File: config.mk
export PLATFORM = sky130hd
export DESIGN_NAME = hpt_walker
export DESIGN_NICKNAME = d
export VERILOG_FILES = /design/src/rtl/hpt_pkg.sv /design/src/rtl/hpt_hash.sv /design/src/rtl/hpt_match.sv /design/src/rtl/hpt_walker.sv
export SDC_FILE = /design/constraint.sdc
export NUM_CORES = 1
export LEC_CHECK = 0
export ABC_AREA = 1
export BUFFER_PORTS_ARGS = -buffer_cell sky130_fd_sc_hd__buf_2
export CORE_MARGIN = 5
export CORE_UTILIZATION = 40
export DETAILED_ROUTE_END_ITERATION = 7
export GPL_TIMING_DRIVEN = 0
export HOLD_SLACK_MARGIN = 0.03
export PLACE_DENSITY_LB_ADDON = 0.1
export RECOVER_POWER = 100
export SETUP_SLACK_MARGIN = 0.4
export SLEW_MARGIN = 0
export SYNTH_ARGS = -nofsm -noshare
export SYNTH_HDL_FRONTEND = slang
export SYNTH_SLANG_ARGS = --single-unit
File: constraint.sdc
create_clock -name clk -period 1.7 [get_ports clk]
set_input_delay 0.34 -clock clk [delete_from_list [all_inputs] [get_ports clk]]
set_output_delay 0.34 -clock clk [all_outputs]
set_load 0.005 [all_outputs]
File: src/rtl/hpt_pkg.sv
package hpt_pkg;

  typedef enum logic [2:0] {
    ST_IDLE,
    ST_RD_TAG,
    ST_CK_TAG,
    ST_RD_DATA,
    ST_CK_DATA
  } hpt_state_e;

endpackage

File: src/rtl/hpt_hash.sv
module hpt_hash #(
  parameter int ADDR_W = 32,
  parameter int SEG_W  = 4,
  parameter int PI_W   = 16,
  parameter int HASH_W = 19,
  parameter int GRP_LD = 6
) (
  input  logic [SEG_W-1:0]  seg_i,
  input  logic [PI_W-1:0]   pi_i,
  input  logic              sec_i,
  input  logic [ADDR_W-1:0] base_i,
  input  logic [ADDR_W-1:0] mask_i,
  output logic [ADDR_W-1:0] grp_o
);
  logic [HASH_W-1:0] h_pri;
  logic [HASH_W-1:0] h_sel;

  always_comb begin
    h_pri = HASH_W'(seg_i) ^ HASH_W'(pi_i);
    h_sel = sec_i ? ~h_pri : h_pri;
    grp_o = base_i | ((ADDR_W'(h_sel) << GRP_LD) & mask_i);
  end
endmodule

File: src/rtl/hpt_match.sv
module hpt_match #(
  parameter int SEG_W  = 4,
  parameter int VSID_W = 24,
  parameter int API_W  = 6
) (
  input  logic [VSID_W+API_W+1:0] tag_i,
  input  logic [SEG_W-1:0]        seg_i,
  input  logic [API_W-1:0]        api_i,
  input  logic                    sec_i,
  output logic                    hit_o
);
  localparam int TAG_W = VSID_W + API_W + 2;

  logic              t_valid;
  logic [VSID_W-1:0] t_vsid;
  logic              t_hsel;
  logic [API_W-1:0]  t_api;

  always_comb begin
    t_valid = tag_i[TAG_W-1];
    t_vsid  = tag_i[TAG_W-2 -: VSID_W];
    t_hsel  = tag_i[API_W];
    t_api   = tag_i[API_W-1:0];
    hit_o   = t_valid && (t_vsid == VSID_W'(seg_i)) &&
              (t_hsel == sec_i) && (t_api == api_i);
  end
endmodule

File: src/rtl/hpt_walker.sv
module hpt_walker
  import hpt_pkg::*;
#(
  parameter int ADDR_W    = 32,
  parameter int SEG_W     = 4,
  parameter int PG_W      = 12,
  parameter int HASH_W    = 19,
  parameter int VSID_W    = 24,
  parameter int RPN_W     = 20,
  parameter int GRP_LD    = 6,
  parameter int ENT_LD    = 3,
  parameter int MIN_PT_LD = 16
) (
  input  logic              clk,
  input  logic              rst_n,
  input  logic              req_valid,
  output logic              req_ready,
  input  logic [31:0]       req_ea,
  input  logic [31:0]       req_base,
  input  logic [31:0]       req_size,
  output logic              mem_rd_en,
  output logic [29:0]       mem_addr,
  input  logic [31:0]       mem_rdata,
  output logic              done,
  output logic              res_hit,
  output logic [RPN_W-1:0]  res_rpn,
  output logic [3:0]        res_wimg,
  output logic [1:0]        res_pp
);
  localparam int PI_W    = ADDR_W - SEG_W - PG_W;
  localparam int API_W   = PI_W - (MIN_PT_LD - GRP_LD);
  localparam int ENTRIES = 1 << (GRP_LD - ENT_LD);
  localparam int IDX_W   = GRP_LD - ENT_LD;
  localparam int TAG_W   = VSID_W + API_W + 2;
  localparam int WIMG_LSB = 3;
  localparam int WORD_LD = 2;

  hpt_state_e        state_q;
  logic [ADDR_W-1:0] ea_q, base_q, mask_q;
  logic              pass_q;
  logic [IDX_W-1:0]  idx_q;
  logic              done_q, hit_q;
  logic [RPN_W-1:0]  rpn_q;
  logic [3:0]        wimg_q;
  logic [1:0]        pp_q;

  logic [SEG_W-1:0]  seg;
  logic [PI_W-1:0]   pidx;
  logic [API_W-1:0]  api;
  logic [ADDR_W-1:0] grp_base, ent_byte;
  logic              word_sel, tag_hit;

  assign seg  = ea_q[ADDR_W-1 -: SEG_W];
  assign pidx = ea_q[PG_W +: PI_W];
  assign api  = pidx[PI_W-1 -: API_W];

  hpt_hash #(
    .ADDR_W(ADDR_W), .SEG_W(SEG_W), .PI_W(PI_W),
    .HASH_W(HASH_W), .GRP_LD(GRP_LD)
  ) u_hash (
    .seg_i(seg), .pi_i(pidx), .sec_i(pass_q),
    .base_i(base_q), .mask_i(mask_q), .grp_o(grp_base)
  );

  hpt_match #(
    .SEG_W(SEG_W), .VSID_W(VSID_W), .API_W(API_W)
  ) u_match (
    .tag_i(mem_rdata[TAG_W-1:0]), .seg_i(seg), .api_i(api),
    .sec_i(pass_q), .hit_o(tag_hit)
  );

  always_comb begin
    req_ready = (state_q == ST_IDLE);
    mem_rd_en = (state_q == ST_RD_TAG) || (state_q == ST_RD_DATA);
    word_sel  = (state_q == ST_RD_DATA);
    ent_byte  = grp_base | ADDR_W'({idx_q, word_sel, {WORD_LD{1'b0}}});
    mem_addr  = ent_byte[ADDR_W-1:WORD_LD];
    done      = done_q;
    res_hit   = hit_q;
    res_rpn   = rpn_q;
    res_wimg  = wimg_q;
    res_pp    = pp_q;
  end

  always_ff @(posedge clk) begin
    if (!rst_n) begin
      state_q <= ST_IDLE;
      ea_q    <= '0;
      base_q  <= '0;
      mask_q  <= '0;
      pass_q  <= 1'b0;
      idx_q   <= '0;
      done_q  <= 1'b0;
      hit_q   <= 1'b0;
      rpn_q   <= '0;
      wimg_q  <= '0;
      pp_q    <= '0;
    end else begin
      done_q <= 1'b0;
      unique case (state_q)
        ST_IDLE: begin
          if (req_valid) begin
            ea_q    <= req_ea;
            base_q  <= req_base;
            mask_q  <= req_size - 32'd1;
            pass_q  <= 1'b0;
            idx_q   <= '0;
            state_q <= ST_RD_TAG;
          end
        end
        ST_RD_TAG:  state_q <= ST_CK_TAG;
        ST_CK_TAG: begin
          if (tag_hit) begin
            state_q <= ST_RD_DATA;
          end else if (idx_q == IDX_W'(ENTRIES-1)) begin
            idx_q <= '0;
            if (!pass_q) begin
              pass_q  <= 1'b1;
              state_q <= ST_RD_TAG;
            end else begin
              done_q  <= 1'b1;
              hit_q   <= 1'b0;
              rpn_q   <= '0;
              wimg_q  <= '0;
              pp_q    <= '0;
              state_q <= ST_IDLE;
            end
          end else begin
            idx_q   <= idx_q + 1'b1;
            state_q <= ST_RD_TAG;
          end
        end
        ST_RD_DATA: state_q <= ST_CK_DATA;
        ST_CK_DATA: begin
          done_q  <= 1'b1;
          hit_q   <= 1'b1;
          rpn_q   <= mem_rdata[31 -: RPN_W];
          wimg_q  <= mem_rdata[WIMG_LSB +: 4];
          pp_q    <= mem_rdata[1:0];
          state_q <= ST_IDLE;
        end
        default: state_q <= ST_IDLE;
      endcase
    end
  end

  assert_busy_after_accept_R8: assert property (@(posedge clk) disable iff (!rst_n)
    req_valid && req_ready |=> !req_ready);

  assert_done_single_R9: assert property (@(posedge clk) disable iff (!rst_n)
    done |=> !done);

  assert_rd_in_table_R10: assert property (@(posedge clk) disable iff (!rst_n)
    mem_rd_en |-> (({mem_addr, 2'b00} & ~mask_q) == base_q));

  assert_secondary_after_last_R5: assert property (@(posedge clk) disable iff (!rst_n)
    $rose(pass_q) |-> $past(idx_q) == IDX_W'(ENTRIES-1));

  assert_miss_zero_R6: assert property (@(posedge clk) disable iff (!rst_n)
    done && !res_hit |-> (res_rpn == '0) && (res_wimg == '0) && (res_pp == '0));
endmodule

==> impl_metrics.csv, run 1 <==
group,metric,value,unit
clock_tree,htreeDepth,3,
sta,finClkSkew,0.00737,ns
die,rows,41,
detailed_routing,via_per_inst,5.11,
min_path,min_path_type,"in2reg",
clock_tree,holdBufCountCts,0,
critical_path,crit_type,"reg2out",
outcome,violations,"negative setup slack",
logic_synthesis,syn_area_per_cell,7.16,µm²
placed_design,place.gp.congestion,0.867,
cells_and_area,diodes,0,
logic_synthesis,synthesis.area,5030,µm²
logic_synthesis,ys_warn_count,0,
grt,track_usage,0.231,
detailed_routing,dr_total_vias,5636,
clock_tree,clock_latency,0.36,ns
pwr,powerDensity,811,nW/µm²
flow_run,drv_cap,0,
logic_synthesis,seq_area_frac_synth,0.414,
cells_and_area,nets,1059,
critical_path,cp.required,1.36,ns
logic_synthesis,ys_seq_elements,104,
grt,grt_first_pass_wirelength,26.9,mm
logic_synthesis,async_reset_ff_frac,0,
detailed_routing,first_pass_iters,5,
pwr,switching_power,1.99,mW
detailed_routing,routed_wl,19.0,mm
logic_synthesis,yosysTopAreaCell,"dfxtp_1",
detailed_routing,ant_nets,0,
logic_synthesis,ys.flop_type,"dfxtp_1",
grt,grt_overflow,0,
grt,grt_pass1_vias,5493,
sta,max_freq,555,MHz
logic_synthesis,synth_most_common_cell,"nand2_1",
sta,period_minus_slack,1.80,ns
cells_and_area,syn_to_final_growth,64.6,%
grt,grt_antenna_before_repair,0,
die,core,12500,µm²
sta,worstMarginPinSlew,1.01,ns
pwr,leakage,3.55,nW
critical_path,end_kind,"output pin",
min_path,hold_path_depth,3,
critical_path,crit_top_cell,"clkbuf_16",
critical_path,cp_num_buf_inv,3,
pwr,swShare,0.297,
placed_design,io_buffers,169,
sta,report.final.slew_viol_count,0,
detailed_routing,drc,0,
clock_tree,cts_sinks,104,
logic_synthesis,syn_inst,702,
logic_synthesis,synth_nets,835,
cells_and_area,drive_above_1_share,0.525,
grt,grt_max_degree,16,
sta,max_slew_margin,0.327,
critical_path,crit_arrival,1.46,ns
cells_and_area,fin_util,0.663,
clock_tree,clockRootBuffer,"clkbuf_16",
placed_design,placed_area,6120,µm²
detailed_routing,drtIter0Drc,320,
clock_tree,cts_tree,"yes",
critical_path,max_stage_delay,0.36,ns
logic_synthesis,synth-edff-count,0,
detailed_routing,wl_per_cell,17.2,µm
die,die_height,122,µm
sta,rsz0062_at_grt,"true",
critical_path,cp-start-kind,"flop",
logic_synthesis,synth_common_cells,"128 x nand2_1, 112 x nor2_1, 104 x dfxtp_1",
clock_tree,cts.clk_slew.worst_paths,0.07,ns
cells_and_area,fill_cells,1046,
logic_synthesis,ys_top_cells_by_area,"dfxtp_1 41%, nand2_1 9.6%, o21ai_0 8.8%",
pwr,internal_power,4.71,mW
sta,setup_viol,19,
critical_path,reg2reg_depth,13,
sta,post-route-period-util,1.06,
pwr,clock_power_share,0.321,
die,start_util,0.403,
die,fp.dieW,122,µm
clock_tree,cts_buffer_depth,2,
pwr,pwr-share-seq,0.414,
pwr,p_comb_frac,0.265,
critical_path,crit_path_cell_trace,"clkbuf_16, clkbuf_16, nand2_4, nand2_2, o21ai_2, buf_2",
logic_synthesis,synth_cell_type_count,37,
sta,hold_ws,0.191,ns
critical_path,cpLargestDelayFamily,"buffers and inverters",
cells_and_area,final_area,8270,µm²
pwr,max-vdd-ir-drop,0.000683,V
critical_path,crit_fanout,6,
critical_path,critPathSlowestCell,"dfxtp_4",
die,die-area,14900,µm²
outcome,status,"complete, but fails checks",
clock_tree,numCtsBuffers,9,
placed_design,hpwl,12.3,mm
pwr,power,6.70,mW
logic_synthesis,synth_top_area_share,0.414,
sta,layout_setup_ws,-0.103,ns
critical_path,cp.depth,6,
die,ios,191,
sta,hold_viol,0,
## metal layers
metal	vias to the layer above	routed length [µm]	GRT usage
li1	2719	-	-
met1	2665	7540	0.277
met4	0	403	0.0658
met5	-	0	0
met3	31	1250	0.0613
met2	221	9810	0.408
## cell usage in the layout, fill, tap and decap left out, drive strengths merged, types with 2 or more instances in the layout
master	count
nand4	5
nor2	117
ha	2
inv	64
dfxtp	104
a21oi	68
clkinv	2
nand3	42
xnor2	3
or2	11
nand2	130
xor2	5
o21ai	88
clkbuf	62
a31oi	8
buf	206
o211ai	5
## power by group through the flow
stage	combinational (mW)	clock, mW	sequential (mW)
3_5_place_dp	0.998	0	2.78
5_1_grt	1.91	2.28	2.80
6_report	1.78	2.15	2.78
4_1_cts	1.43	2.19	2.74
3_3_place_gp	0.986	0	2.78
2_1_floorplan	0.576	0	2.75
## repair_timing
| item | 4_1_cts | 5_1_grt |
|---|---|---|
| setup endpoints to repair | 128 | 128 |
| gates resized for setup | 227 | 188 |
| buffers inserted | 14 | 11 |
| pin swaps | 47 | 65 |
| cloned | 9 | 10 |
## final cells by class
class | instances | area, µm² | share of cell area
Tap cell | 172 | 215 | 0.0260
Clock inverter | 2 | 37.5 | 0.00454
Timing Repair Buffer | 213 | 1520 | 0.184
Multi-Input combinational cell | 491 | 3350 | 0.405
Buffer | 41 | 532 | 0.0643
Clock buffer | 14 | 264 | 0.0319
Inverter | 66 | 251 | 0.0304
Sequential cell | 104 | 2110 | 0.255
## kinds of logic (layout without fill, tap and decap cells)
group / after synthesis / count (layout) / synth area share
XOR/XNOR: 8 / 8 / 0.0139
buffers and inverters: 107 / 336 / 0.0973
adder cells (fa/ha/maj): 2 / 2 / 0.00498
flip-flops: 104 / 104 / 0.414
AND/OR/NAND/NOR: 308 / 308 / 0.277
AO/OA/AOI/OAI: 173 / 173 / 0.193
## sequential cells by signal, summed over array words and instances, names as in the netlist
signal    cells
pass_q        1
base_q       30
ea_q         20
res_wimg      4
mask_q       19
done          1
res_pp        2
res_hit       1
res_rpn      20
state_q       3
idx_q         3
## path summary, 6_finish.rpt
check | from | end | slack (ns)
min reg2reg | base_q[24]$_SDFFE_PN0P_ | base_q[24]$_SDFFE_PN0P_ | 0.45
min | req_ea[19] | ea_q[19]$_SDFFE_PN0P_ | 0.19
max | pass_q$_SDFFE_PN0P_ | mem_addr[12] | -0.10
max reg2reg | pass_q$_SDFFE_PN0P_ | res_hit$_SDFFE_PN0P_ | -0.04
## per-stage QoR
step / setup WS [ns] / instances / TNS (ns)
finish: -0.103 / 1103 / -0.832
global route: -0.153 / 1103 / -4.22
CTS: -0.0668 / 1082 / -0.632
detailed placement: -0.123 / 1043 / -0.408
global placement: -0.0908 / 1043 / -0.173
floorplan: 0.235 / 702 / 0
## worst register-to-register path, stage by stage (launching register included)
cell and delay [ns]:
dfxtp_4 0.36, buf_12 0.15, inv_4 0.10, nand2_2 0.05
nand2_1 0.06, nor2_2 0.04, nand2_1 0.07, nor2_2 0.04
nand3_2 0.09, nand3_4 0.15, buf_12 0.18, clkbuf_16 0.15
a21oi_2 0.11, nor2_1 0.05
No activity file was read; power rests on OpenSTA's default activity.
==> run 2: changes to the inputs <==
--- a/config.mk
+++ b/config.mk
@@ -5,7 +5,6 @@
 export SDC_FILE = /design/constraint.sdc
 export NUM_CORES = 1
 export LEC_CHECK = 0
-export ABC_AREA = 1
 export BUFFER_PORTS_ARGS = -buffer_cell sky130_fd_sc_hd__buf_2
 export CORE_MARGIN = 5
 export CORE_UTILIZATION = 40
==> run 2 against run 1 <==
  * The run still ends with negative setup slack left
  * Sequential cell count stayed put
  * Design area is 1.7% higher
  * Critical endpoint is now mem_addr[5]
  * First-iteration DRC count is 38% lower
  * Largest power group unchanged
==> impl_metrics.csv, run 2 <==
group,metric,value,unit
logic_synthesis,seq_area_frac_synth,0.432,
sta,setup_tns,-4.09,ns
logic_synthesis,ys_warn_count,0,
clock_tree,cts_buffer_depth,2,
logic_synthesis,yosysTopAreaCell,"dfxtp_1",
critical_path,cp.required,1.36,ns
sta,hold_viol,0,
logic_synthesis,synth_common_cells,"106 x nand2_1, 104 x dfxtp_1, 66 x a21oi_1",
grt,grt_overflow,0,
sta,hold_ws,0.221,ns
flow_run,drv_cap,0,
pwr,clock_power_share,0.351,
logic_synthesis,ys_top_cells_by_area,"dfxtp_1 43%, nand2_1 8.2%, a21oi_1 6.8%",
logic_synthesis,ys_seq_elements,104,
sta,post-route-period-util,1.10,
critical_path,end_kind,"output pin",
detailed_routing,ant_nets,0,
sta,report.final.slew_viol_count,0,
outcome,status,"complete, but fails checks",
grt,grt_pass1_vias,5068,
sta,period_minus_slack,1.87,ns
logic_synthesis,async_reset_ff_frac,0,
cells_and_area,fin_util,0.706,
pwr,switching_power,1.71,mW
logic_synthesis,synthesis.area,4820,µm²
sta,worstMarginPinSlew,0.894,ns
clock_tree,cts_sinks,104,
logic_synthesis,synth_nets,682,
grt,grt_first_pass_wirelength,25.8,mm
logic_synthesis,synth_cell_type_count,48,
cells_and_area,diodes,0,
detailed_routing,dr_total_vias,4926,
clock_tree,cts.clk_slew.worst_paths,0.07,ns
placed_design,place.gp.congestion,0.854,
clock_tree,clock_latency,0.35,ns
die,core,11900,µm²
detailed_routing,drc,0,
logic_synthesis,synthSimpleGateAreaFrac,0.226,
clock_tree,cts_tree,"yes",
cells_and_area,top_register,"base_q",
clock_tree,numCtsBuffers,9,
die,ios,191,
clock_tree,holdBufCountCts,0,
clock_tree,clockRootBuffer,"clkbuf_16",
grt,grt_max_degree,17,
die,die_height,120,µm
sta,finClkSkew,0.00570,ns
logic_synthesis,synth-edff-count,0,
clock_tree,htreeDepth,3,
pwr,powerDensity,756,nW/µm²
detailed_routing,first_pass_iters,4,
critical_path,crit_fanout,7,
sta,rsz0062_at_grt,"true",
detailed_routing,routed_wl,16.7,mm
pwr,p_comb_frac,0.228,
critical_path,crit_type,"reg2out",
outcome,violations,"negative setup slack",
sta,max_slew_margin,0.404,
cells_and_area,syn_to_final_growth,74.3,%
sta,setup_viol,59,
detailed_routing,drtIter0Drc,197,
detailed_routing,wl_per_cell,17.8,µm
grt,grt_antenna_before_repair,0,
pwr,power,6.35,mW
cells_and_area,fill_cells,890,
pwr,max-vdd-ir-drop,0.000564,V
min_path,min_path_type,"in2reg",
logic_synthesis,synth_top_area_share,0.432,
die,fp.dieW,120,µm
logic_synthesis,synth_top_family_by_area,"simple AND/OR/NAND/NOR gates",
pwr,pwr-share-seq,0.421,
pwr,swShare,0.269,
logic_synthesis,synth_xor_area_frac,0.0763,
sta,layout_setup_ws,-0.165,ns
sta,max_freq,536,MHz
logic_synthesis,syn_area_per_cell,8.79,µm²
placed_design,io_buffers,168,
die,rows,40,
pwr,internal_power,4.64,mW
die,die-area,14400,µm²
logic_synthesis,synth_most_common_cell,"nand2_1",
cells_and_area,largest_register_ffs,30,
critical_path,cp-start-kind,"flop",
pwr,leakage,3.72,nW
logic_synthesis,synth-compound-area-share,0.156,
detailed_routing,via_per_inst,5.23,
cells_and_area,nets,924,
logic_synthesis,syn_inst,549,
cells_and_area,drive_above_1_share,0.614,
logic_synthesis,synth_fa_ha_area_frac,0.00519,
logic_synthesis,synth.area.mux_share,0.0540,
cells_and_area,final_common_cell,"buf_2",
critical_path,crit_arrival,1.53,ns
placed_design,hpwl,10.9,mm
grt,track_usage,0.225,
cells_and_area,layout_common_cells,"145 x buf_2, 97 x dfxtp_1, 62 x a21oi_2",
die,start_util,0.405,
logic_synthesis,ys.flop_type,"dfxtp_1",
-- run 2: timing repair --
item / 4_1_cts / 5_1_grt
resized for setup: 255 / 125
pin swaps: 68 / 61
setup endpoints to repair: 128 / 128
cloned: 16 / 2
setup buffers: 37 / 8
-- run 2: metrics by stage --
| step | instances | instance area [µm²] | setup slack, ns |
|---|---|---|---|
| 6_report | 942 | 8410 | -0.165 |
| 5_1_grt | 942 | 8410 | -0.203 |
| 4_1_cts | 932 | 7910 | -0.173 |
| 3_5_place_dp | 864 | 6020 | -0.431 |
| 3_3_place_gp | 864 | 6020 | -0.410 |
| 2_1_floorplan | 549 | 4990 | 0.00244 |
-- run 2: worst max-delay path, cell delays in order, from the launching register on --
cell and delay, ns:
dfxtp_2 0.32, buf_6 0.13, buf_4 0.14, xnor2_2 0.13, xnor2_1 0.14, a21o_1 0.20
buf_2 0.13
-- run 2: cells by family (layout without fill, tap and decap cells) --
| group | after synthesis | count (layout) |
|---|---|---|
| DFF | 104 | 104 |
| xor gates and xnor gates | 42 | 42 |
| AOI/OAI and AO/OA | 128 | 128 |
| buffers and inverters | 47 | 292 |
| and+or+nand+nor | 200 | 201 |
| muxes | 26 | 26 |
| adders and majority gates | 2 | 2 |
-- run 2: routing by layer --
metal / GRT usage / wire length (µm) / up-vias / part of all wire
li1: - / - / 2380 / -
met1: 0.276 / 6970 / 2393 / 0.42
met2: 0.399 / 8740 / 135 / 0.52
met3: 0.0424 / 738 / 18 / 0.044
met4: 0.0709 / 276 / 0 / 0.017
met5: 0 / 0 / - / 0
-- run 2: cell type report --
class | instances | area (µm²) | area share
Clock inverter | 5 | 81.3 | 0.00967
Tap cell | 147 | 184 | 0.0219
Buffer | 46 | 571 | 0.0678
Inverter | 1 | 3.75 | 0.000446
Sequential cell | 104 | 2090 | 0.249
Multi-Input combinational cell | 399 | 3520 | 0.419
Timing Repair Buffer | 230 | 1720 | 0.204
Clock buffer | 10 | 239 | 0.0284
-- run 2: power by group through the flow --
stage | clock (mW) | combinational, mW | sequential (mW)
floorplan | 0 | 0.435 | 2.67
global placement | 0 | 0.755 | 2.70
detailed placement | 0 | 0.767 | 2.70
CTS | 2.26 | 1.27 | 2.65
global route | 2.37 | 1.54 | 2.69
finish | 2.23 | 1.45 | 2.68
-- run 2: final timing paths --
kind | endpoint | slack [ns] | from | depth (start not counted)
setup reg to reg | res_wimg[1]$_SDFFE_PN0P_ | -0.10 | idx_q[0]$_SDFFE_PN0P_ | 8
hold / removal | base_q[4]$_SDFFE_PN0P_ | 0.22 | req_base[4] | 3
hold reg to reg | base_q[14]$_SDFFE_PN0P_ | 0.47 | base_q[14]$_SDFFE_PN0P_ | 2
setup / recovery | mem_addr[5] | -0.17 | pass_q$_SDFFE_PN0P_ | 6
==> run 3: changes to the inputs <==
--- a/config.mk
+++ b/config.mk
@@ -6,6 +6,7 @@
 export NUM_CORES = 1
 export LEC_CHECK = 0
 export BUFFER_PORTS_ARGS = -buffer_cell sky130_fd_sc_hd__buf_2
+export CORE_ASPECT_RATIO = 1.25
 export CORE_MARGIN = 5
 export CORE_UTILIZATION = 40
 export DETAILED_ROUTE_END_ITERATION = 7
==> run 3 against run 2 <==
  * The run still ends with negative setup slack left
  * Sequential share of layout area up 1.2 points
  * Clock power down 12%
  * Combinational power down 9%
  * Critical path depth unchanged
  * Non-clock buffer count down 23
  * Routed wire length down 0.83%
  * Count of clock-buffer cells in the layout up 1
  * Setup slack worse by 0.040 ns
  * Critical path type unchanged
  * Largest power group unchanged
  * Highest routed layer unchanged
==> impl_metrics.csv, run 3 (synthesis results as in run 2) <==
group,metric,value,unit
critical_path,max_stage_delay,0.33,ns
critical_path,reg2reg_from,"ea_q[30]$_SDFFE_PN0P_",
sta,max_slew_margin,0.368,
die,start_util,0.411,
clock_tree,clockRootBuffer,"clkbuf_16",
die,ios,191,
sta,rsz0062_at_grt,"true",
grt,track_usage,0.223,
critical_path,cpLargestDelayFamily,"buffers and inverters",
detailed_routing,drc,0,
cells_and_area,syn_to_final_growth,66.3,%
detailed_routing,drtIter0Drc,158,
critical_path,cp_num_buf_inv,3,
cells_and_area,diodes,0,
sta,setup_viol,56,
critical_path,end_kind,"output pin",
critical_path,crit_fanout,7,
pwr,leakage,3.47,nW
die,die-area,14400,µm²
clock_tree,numCtsBuffers,9,
detailed_routing,routed_wl,16.6,mm
grt,grt_antenna_before_repair,0,
clock_tree,holdBufCountCts,0,
detailed_routing,wl_per_cell,17.8,µm
detailed_routing,ant_nets,0,
sta,finClkSkew,0.00560,ns
placed_design,place.gp.congestion,0.791,
critical_path,cp.depth,6,
sta,hold_ws,0.221,ns
die,rows,44,
grt,grt_max_degree,17,
cells_and_area,top_register,"base_q",
critical_path,reg2reg_depth,8,
sta,report.final.slew_viol_count,0,
clock_tree,htreeDepth,3,
clock_tree,cts_sinks,104,
critical_path,cp-start-kind,"flop",
sta,post-route-period-util,1.12,
cells_and_area,layout_common_cells,"140 x buf_2, 98 x dfxtp_1, 65 x a21oi_2",
sta,period_minus_slack,1.91,ns
min_path,min_path_type,"in2reg",
grt,grt_first_pass_wirelength,25.2,mm
clock_tree,cts_buffer_depth,2,
clock_tree,clock_latency,0.35,ns
sta,layout_setup_ws,-0.205,ns
cells_and_area,drive_above_1_share,0.568,
sta,max_freq,525,MHz
detailed_routing,first_pass_iters,4,
critical_path,crit_type,"reg2out",
cells_and_area,largest_register_ffs,30,
die,core,11700,µm²
clock_tree,cts_tree,"yes",
detailed_routing,dr_total_vias,4810,
pwr,powerDensity,739,nW/µm²
clock_tree,cts.clk_slew.worst_paths,0.07,ns
grt,grt_pass1_vias,5049,
cells_and_area,nets,901,
sta,hold_viol,0,
flow_run,drv_cap,0,
critical_path,critPathLaunch,"pass_q$_SDFFE_PN0P_",
sta,worstMarginPinSlew,0.948,ns
critical_path,cp.required,1.36,ns
critical_path,crit_arrival,1.57,ns
die,die_height,133,µm
placed_design,io_buffers,168,
grt,grt_overflow,0,
placed_design,hpwl,10.9,mm
critical_path,crit_path_cell_trace,"buf_8, buf_12, xnor2_4, xnor2_2, a21o_1, buf_2",
cells_and_area,fin_util,0.684,
detailed_routing,via_per_inst,5.15,
critical_path,critPathSlowestCell,"dfxtp_2",
outcome,violations,"negative setup slack",
cells_and_area,final_common_cell,"buf_2",
pwr,max-vdd-ir-drop,0.000591,V
min_path,hold_path_depth,3,
die,fp.dieW,108,µm
outcome,status,"complete, but fails checks",
min_path,holdCritStartpoint,"req_ea[25]",
-- run 3: cell types whose count changed in the layout (fill, tap and decap cells not counted), sizes merged --
cell      previous run  this run
buf                237       202
bufbuf               1         0
bufinv               2         0
clkbuf              48        62
clkinvlp             1         3
-- run 3: worst paths after layout --
path / end / slack [ns]
max: mem_addr[7] / -0.21
min: ea_q[25]$_SDFFE_PN0P_ / 0.22
max reg2reg: res_rpn[9]$_SDFFE_PN0P_ / -0.11
min reg2reg: base_q[6]$_SDFFE_PN0P_ / 0.46
-- run 3: layer usage --
metal / up-vias / wire length [µm] / track usage
met5: - / 0 / 0
met4: 0 / 344 / 0.0737
met3: 24 / 819 / 0.0395
met2: 126 / 8850 / 0.405
met1: 2330 / 6570 / 0.261
li1: 2330 / - / -
-- run 3: tightest hold or removal path, delay by kind of cell --
kind                   cells  cell delay (ns)
AOI/OAI and AO/OA          1             0.04
buffers and inverters      1             0.10
and+or+nand+nor            1             0.05
-- run 3: report_power, final --
part / switching (mW) / total (mW) / internal [mW]
Sequential: 0.0975 / 2.66 / 2.56
Combinational: 0.665 / 1.32 / 0.653
Clock: 0.927 / 1.96 / 1.03
-- run 3: through the flow --
stage / instance area, µm² / power [mW] / TNS (ns) / worst slack (ns) / std cells
2_1_floorplan: 4990 / 3.11 / 0 / 0.00244 / 549
3_3_place_gp: 6040 / 3.45 / -14.06 / -0.452 / 878
3_5_place_dp: 6040 / 3.46 / -13.67 / -0.446 / 878
4_1_cts: 7730 / 5.87 / -2.41 / -0.174 / 931
5_1_grt: 8020 / 6.15 / -13.34 / -0.245 / 934
6_report: 8020 / 5.93 / -3.21 / -0.205 / 934
-- run 3: final cells by class --
class | count | area [µm²]
Buffer | 46 | 488
Clock buffer | 11 | 243
Clock inverter | 5 | 32.5
Fill cell | 951 | 3700
Inverter | 1 | 3.75
Multi-Input combinational cell | 399 | 3510
Sequential cell | 104 | 2090
Tap cell | 161 | 201
Timing Repair Buffer | 207 | 1450
-- run 3: repair_timing --
action | CTS | global route
endpoints found under the setup margin | 128 | 128
pin swaps | 63 | 18
gates cloned | 16 | 0
setup buffers | 21 | 3
gates resized for setup | 236 | 79
